<file path="config.mk">
export PLATFORM = sky130hd
export DESIGN_NAME = ddr_col_burst_gen
export DESIGN_NICKNAME = d
export VERILOG_FILES = /design/src/rtl/ddr_col_pkg.sv /design/src/rtl/ddr_col_ctrl.sv /design/src/rtl/ddr_col_order.sv /design/src/rtl/ddr_col_burst_gen.sv
export SDC_FILE = /design/constraint.sdc
export NUM_CORES = 1
export LEC_CHECK = 0
export BUFFER_PORTS_ARGS = -buffer_cell sky130_fd_sc_hd__clkbuf_2
export CORE_MARGIN = 5
export CORE_UTILIZATION = 47
export DETAILED_ROUTE_END_ITERATION = 10
export GPL_ROUTABILITY_DRIVEN = 0
export PLACE_DENSITY = 0.76
export SETUP_SLACK_MARGIN = 0.05
export SLEW_MARGIN = 20
export SYNTH_ARGS = -nofsm -noshare
export SYNTH_HDL_FRONTEND = slang
export SYNTH_HIERARCHICAL = 1
export SYNTH_SLANG_ARGS = --single-unit
</file>
<file path="constraint.sdc">
create_clock -name clk -period 1.44 [get_ports clk]
set_input_delay 0.216 -clock clk [delete_from_list [all_inputs] [get_ports clk]]
set_output_delay 0.216 -clock clk [all_outputs]
set_load 0.005 [all_outputs]
</file>
<file path="src/rtl/ddr_col_pkg.sv">
// Shared definitions for the burst column generator.
// Assumes a two-word prefetch and a largest burst of eight words.
package ddr_col_pkg;
    localparam int MAX_BL = 8;
    localparam int LOW_W  = $clog2(MAX_BL);
    localparam int CNT_W  = LOW_W - 1;

    typedef enum logic [1:0] {
        BLC_2  = 2'd0,
        BLC_4  = 2'd1,
        BLC_8  = 2'd2,
        BLC_8X = 2'd3
    } bl_code_e;

    // Mask of the address bits that wrap for a given burst code.
    function automatic logic [LOW_W-1:0] wrap_mask(input logic [1:0] code);
        case (code)
            BLC_2:   return 3'b001;
            BLC_4:   return 3'b011;
            default: return 3'b111;
        endcase
    endfunction

    // Index of the final pair for a given burst code.
    function automatic logic [CNT_W-1:0] final_pair(input logic [1:0] code);
        case (code)
            BLC_2:   return 2'd0;
            BLC_4:   return 2'd1;
            default: return 2'd3;
        endcase
    endfunction
endpackage

</file>
<file path="src/rtl/ddr_col_ctrl.sv">
// Burst sequencer: latches the command fields and counts column pairs.
// Assumes a command takes priority over a stop at the same edge.
module ddr_col_ctrl
    import ddr_col_pkg::*;
#(
    parameter int COL_W = 10
) (
    input  logic             clk,
    input  logic             rst_n,
    input  logic             cmd_valid,
    input  logic [COL_W-1:0] cmd_col,
    input  logic [1:0]       cmd_bl,
    input  logic             cmd_intl,
    input  logic             cmd_ap,
    input  logic             burst_stop,
    output logic             active,
    output logic             last,
    output logic [CNT_W-1:0] pair_cnt,
    output logic [COL_W-1:0] start_col,
    output logic [1:0]       bl_q,
    output logic             intl_q,
    output logic             ap_q
);
    // Final pair detection from the running count.
    always_comb last = active && (pair_cnt == final_pair(bl_q));

    // Load on command, advance per cycle, stop on last pair or stop input.
    always_ff @(posedge clk) begin
        if (!rst_n) begin
            active    <= 1'b0;
            pair_cnt  <= '0;
            start_col <= '0;
            bl_q      <= 2'd0;
            intl_q    <= 1'b0;
            ap_q      <= 1'b0;
        end else if (cmd_valid) begin
            active    <= 1'b1;
            pair_cnt  <= '0;
            start_col <= cmd_col;
            bl_q      <= cmd_bl;
            intl_q    <= cmd_intl;
            ap_q      <= cmd_ap;
        end else if (active) begin
            if (burst_stop || last) active <= 1'b0;
            else                    pair_cnt <= pair_cnt + 1'b1;
        end
    end

    // the count never passes the final pair of the latched length.
    a_r2_cnt_bound: assert property (@(posedge clk) disable iff (!rst_n)
        active |-> (pair_cnt <= final_pair(bl_q)));
endmodule

</file>
<file path="src/rtl/ddr_col_order.sv">
// Address former: wraps the low bits of the start column inside the burst block.
// Assumes COL_W is at least the width of the largest burst block.
module ddr_col_order
    import ddr_col_pkg::*;
#(
    parameter int COL_W = 10
) (
    input  logic [COL_W-1:0] start_col,
    input  logic [1:0]       bl_q,
    input  logic             intl_q,
    input  logic [CNT_W-1:0] pair_cnt,
    output logic [COL_W-1:0] col_addr
);
    logic [LOW_W-1:0] step;
    logic [LOW_W-1:0] mask;
    logic [LOW_W-1:0] low_in;
    logic [LOW_W-1:0] low_nx;

    // Pair step, wrap mask and the new low bits in the selected order.
    always_comb begin
        step   = {pair_cnt, 1'b0};
        mask   = wrap_mask(bl_q);
        low_in = start_col[LOW_W-1:0];
        low_nx = intl_q ? (low_in ^ step) : (low_in + step);
        col_addr = start_col;
        col_addr[LOW_W-1:0] = (low_in & ~mask) | (low_nx & mask);
    end
endmodule

</file>
<file path="src/rtl/ddr_col_burst_gen.sv">
// Top of the burst column generator: one column pair per clock for a
// read or write burst, with last flag and auto-precharge request.
// Assumes outputs are consumed in the cycle they are shown.
module ddr_col_burst_gen
    import ddr_col_pkg::*;
#(
    parameter int COL_W = 10
) (
    input  logic             clk,
    input  logic             rst_n,
    input  logic             cmd_valid,
    input  logic [COL_W-1:0] cmd_col,
    input  logic [1:0]       cmd_bl,
    input  logic             cmd_intl,
    input  logic             cmd_ap,
    input  logic             burst_stop,
    output logic             col_valid,
    output logic [COL_W-1:0] col_addr,
    output logic             col_last,
    output logic             ap_req
);
    logic             active;
    logic             last;
    logic [CNT_W-1:0] pair_cnt;
    logic [COL_W-1:0] start_col;
    logic [1:0]       bl_q;
    logic             intl_q;
    logic             ap_q;

    ddr_col_ctrl #(.COL_W(COL_W)) u_ctrl (
        .clk(clk), .rst_n(rst_n), .cmd_valid(cmd_valid), .cmd_col(cmd_col),
        .cmd_bl(cmd_bl), .cmd_intl(cmd_intl), .cmd_ap(cmd_ap),
        .burst_stop(burst_stop), .active(active), .last(last),
        .pair_cnt(pair_cnt), .start_col(start_col), .bl_q(bl_q),
        .intl_q(intl_q), .ap_q(ap_q)
    );

    ddr_col_order #(.COL_W(COL_W)) u_order (
        .start_col(start_col), .bl_q(bl_q), .intl_q(intl_q),
        .pair_cnt(pair_cnt), .col_addr(col_addr)
    );

    // Output flags from the sequencer state.
    always_comb begin
        col_valid = active;
        col_last  = last;
        ap_req    = last && ap_q;
    end

    // a command yields its start column on the next cycle.
    a_r1_cmd_start: assert property (@(posedge clk) disable iff (!rst_n)
        cmd_valid |=> (col_valid && col_addr == $past(cmd_col)));

    // bits above the largest block do not move within a burst.
    a_r4_upper_fixed: assert property (@(posedge clk) disable iff (!rst_n)
        (col_valid && $past(col_valid) && !$past(cmd_valid))
        |-> (col_addr[COL_W-1:LOW_W] == $past(col_addr[COL_W-1:LOW_W])));

    // the burst ends after the last pair.
    a_r6_end_after_last: assert property (@(posedge clk) disable iff (!rst_n)
        (col_last && !cmd_valid) |=> !col_valid);

    // precharge request only with the last pair.
    a_r7_ap_on_last: assert property (@(posedge clk) disable iff (!rst_n)
        ap_req |-> col_last);

    // a stop without a command ends the burst.
    a_r8_stop_ends: assert property (@(posedge clk) disable iff (!rst_n)
        (burst_stop && !cmd_valid) |=> !col_valid);
endmodule

</file>
==> impl_metrics.env <==
export IMPL_fin_cells=139
export IMPL_synth_seq_cells=17
export IMPL_whs_path_depth=3
export IMPL_die_w_um=52.8
export IMPL_placed_cells=130
export IMPL_place_ws_ps=21.7
export IMPL_antenna_found_initial=0
export IMPL_p_per_area_nw_per_um2=819
export IMPL_worstSetupPathType="register to output pin"
export IMPL_drtIter0Drc=11
export IMPL_critPathMaxFanout=5
export IMPL_yosys_top_cells_count="dfxtp_1 (17), nor2b_1 (16), mux2i_1 (14)"
export IMPL_synthArstFlopShare_pct=0
export IMPL_top_usage_layer="met2"
export IMPL_drv_slew=0
export IMPL_yosys_top_cells_area="dfxtp_1 (40%), mux2i_1 (16%), nor2b_1 (12%)"
export IMPL_overflow=0
export IMPL_use_met1_pct=16.6
export IMPL_synth_edf_count=0
export IMPL_r2r_end="u_ctrl/active$_SDFF_PN0_"
export IMPL_path_clk_slew_ps=100
export IMPL_arrival_ps=1400
export IMPL_met3_usage_pct=5.41
export IMPL_cts_buffers=3
export IMPL_status="finished with violations"
export IMPL_drt_wirelength_per_cell_um=12.9
export IMPL_yosysSeqAreaShare_pct=39.5
export IMPL_clkPwrFrac_pct=27.7
export IMPL_clkSinkCount=17
export IMPL_num_rows=15
export IMPL_cp_required_ps=1220
export IMPL_synth_top_area_cell="dfxtp_1"
export IMPL_fp_dieArea_um2=2790
export IMPL_final_hold_viol_count=0
export IMPL_pin_count=31
export IMPL_switching_power_uw=232
export IMPL_period_minus_slack_ps=1620
export IMPL_intPower_uw=683
export IMPL_path_cells="ha_4 -> and2b_1 -> o21ai_2 -> xor2_1 -> buf_2"
export IMPL_place_area_um2=992
export IMPL_holdBufCountCts=0
export IMPL_post_route_util_pct=64.7
export IMPL_dieHeight_um=52.8
export IMPL_synth_area_per_cell_um2=10.5
export IMPL_rsz0062_at_grt="true"
export IMPL_pwr_share_seq_pct=56.0
export IMPL_dr_pass1_iters=4
export IMPL_power_frac_comb_pct=16.3
export IMPL_num_nets_final=134
export IMPL_synth_cells=82
export IMPL_grt_pass1_wl_um=3040
export IMPL_grt_pass1_vias=703
export IMPL_core_um2=1730
export IMPL_fin_skew_ps=4.29
export IMPL_ys_flop_type="dfxtp_1"
export IMPL_cts_tree="yes"
export IMPL_hold_path_class="input pin to register"
export IMPL_design_area_um2=1120
export IMPL_setup_viol=4
export IMPL_h_tree_depth=1
export IMPL_grt_max_degree=16
export IMPL_cap_violations=0
export IMPL_vias_per_cell=4.80
export IMPL_place_hpwl_um=1200
export IMPL_violations="negative setup slack"
export IMPL_p_leak_nw=0.515
export IMPL_critPathMaxStageDelay_ps=380
export IMPL_hold_start="cmd_col[7]"
export IMPL_cp_end_kind="output pin"
export IMPL_routed_wl_um=1800
export IMPL_num_vias=667
export IMPL_start_util_pct=49.9
export IMPL_r2r_cells=4
export IMPL_drc=0
export IMPL_syn_area_um2=861
export IMPL_syn_num_nets=101
export IMPL_start_kind="register"
export IMPL_area_growth_pct=29.8
export IMPL_ff2ff_setup_slack_ps=280
export IMPL_drive_gt1_share_pct=49.1
export IMPL_diodes=0
export IMPL_met2_usage_pct=26.4
export IMPL_worstSkewPairLatency_ps=290
export IMPL_clockRootBuffer="clkbuf_4"
export IMPL_hold_ws_ps=178
export IMPL_fmax_mhz=617
export IMPL_synth_most_common_cell="dfxtp_1"
export IMPL_worst_slew_pin_slew_ps=286
export IMPL_hold_end="u_ctrl/start_col[7]$_SDFFE_PN0P_"
export IMPL_reg2reg_from="u_ctrl/pair_cnt[1]$_SDFFE_PP0P_"
export IMPL_relSlewSlack_pct=80.7
export IMPL_cp_slowest_cell="dfxtp_4"
export IMPL_antenna_left=0
export IMPL_fin_ws_ps=-181
export IMPL_ir_drop_mv=0.698
export IMPL_swShare_pct=25.4
export IMPL_ys_warnings_count=6
export IMPL_clk_path_buf_depth=2
export IMPL_synth_cell_types=28
export IMPL_yosysTopAreaCellShare_pct=39.5
export IMPL_fin_crit_sh_pct=113
export IMPL_portBuffers=30
export IMPL_grtUsageTotal_pct=14.9
worst max-delay path, delay by kind of cell, from the launching register on:
kind                     cells  cell delay (ps)
flip-flops                   1              380
adder cells (fa/ha/maj)      1              160
AND/OR/NAND/NOR              1              160
XOR/XNOR                     1              160
AO/OA/AOI/OAI                1              130
buffers and inverters        1              130
state kept, by name, indices dropped and copies added (netlist names):
name              flops
u_ctrl/pair_cnt       2
u_ctrl/bl_q           2
u_ctrl/ap_q           1
u_ctrl/active         1
u_ctrl/start_col     10
u_ctrl/intl_q         1
how the worst max path moves through the flow:
| stage | start | endpoint | slack (ps) | cells past startpoint |
|---|---|---|---|---|
| detailed placement | u_ctrl/bl_q[1]$_SDFFE_PN0P_ | ap_req | 20 | 4 |
| finish | u_ctrl/pair_cnt[0]$_SDFFE_PP0P_ | col_addr[2] | -180 | 5 |
| floorplan | u_ctrl/bl_q[1]$_SDFFE_PN0P_ | ap_req | 170 | 3 |
| global route | u_ctrl/bl_q[0]$_SDFFE_PN0P_ | ap_req | -300 | 4 |
| CTS | u_ctrl/pair_cnt[0]$_SDFFE_PP0P_ | ap_req | -200 | 4 |
| global placement | u_ctrl/pair_cnt[0]$_SDFFE_PP0P_ | col_addr[2] | 50 | 5 |
cell usage in the layout, fill, tap and decap left out:
| cell | n |
|---|---|
| o21ai_2 | 1 |
| clkbuf_4 | 3 |
| a211oi_1 | 2 |
| clkinv_2 | 1 |
| a21oi_1 | 1 |
| o31a_1 | 1 |
| buf_2 | 2 |
| clkbuf_2 | 28 |
| o21ai_0 | 1 |
| and2_1 | 1 |
| nor3b_1 | 2 |
| nor4b_1 | 1 |
| and3_4 | 1 |
| nor4_1 | 1 |
| nor4_4 | 1 |
| and2b_1 | 1 |
| ha_4 | 1 |
| nand2b_1 | 1 |
| nor2b_1 | 16 |
| dfxtp_1 | 12 |
| dfxtp_2 | 1 |
| nor4bb_4 | 1 |
| nor2_1 | 1 |
| buf_4 | 9 |
| mux2_2 | 1 |
| nor2_2 | 1 |
| nand2_1 | 1 |
| nand4bb_4 | 1 |
| xor2_1 | 1 |
| o21a_1 | 1 |
| mux2i_1 | 14 |
| dfxtp_4 | 4 |
cell type report:
class,instances,area (um2)
Clock buffer,3,22.5
Clock inverter,1,5.00
Fill cell,149,609
Multi-Input combinational cell,54,484
Sequential cell,17,357
Tap cell,25,31.3
Timing Repair Buffer,39,218
power by group through the flow:
stage | logic (mW) | clock network [mW] | registers (mW)
2_1_floorplan | 0.0965 | 0 | 0.522
3_5_place_dp | 0.136 | 0 | 0.526
5_1_grt | 0.166 | 0.287 | 0.517
3_3_place_gp | 0.133 | 0 | 0.525
4_1_cts | 0.148 | 0.269 | 0.513
6_report | 0.150 | 0.253 | 0.512
timing repair:
action                                  CTS  global route
cloned                                    0             0
pin swaps                                 5             4
buffers inserted                          4             1
gates resized for setup                  13             4
endpoints found under the setup margin    4             4
cell families after synthesis:
logic type                 Yosys count  share of synthesized area [%]
muxes                               15                           17.6
and+or+nand+nor                     30                           25.7
buffers and inverters               11                           9.30
xor gates and xnor gates             1                           1.02
AOI/OAI and AO/OA                    7                           5.38
DFF                                 17                           39.5
adders and majority gates            1                           1.45
routing by layer:
layer	part of all wire, %	wire, um
met5	0	0
met4	1.3	24
met3	5.7	103
met2	50	893
met1	43	777
per-stage QoR:
step / power (mW) / setup TNS (ps)
finish: 0.915 / -575
global route: 0.970 / -994
CTS: 0.930 / -621
detailed placement: 0.662 / 0
global placement: 0.657 / 0
floorplan: 0.618 / 0
Note: power is estimated with default switching activity, not from simulation.
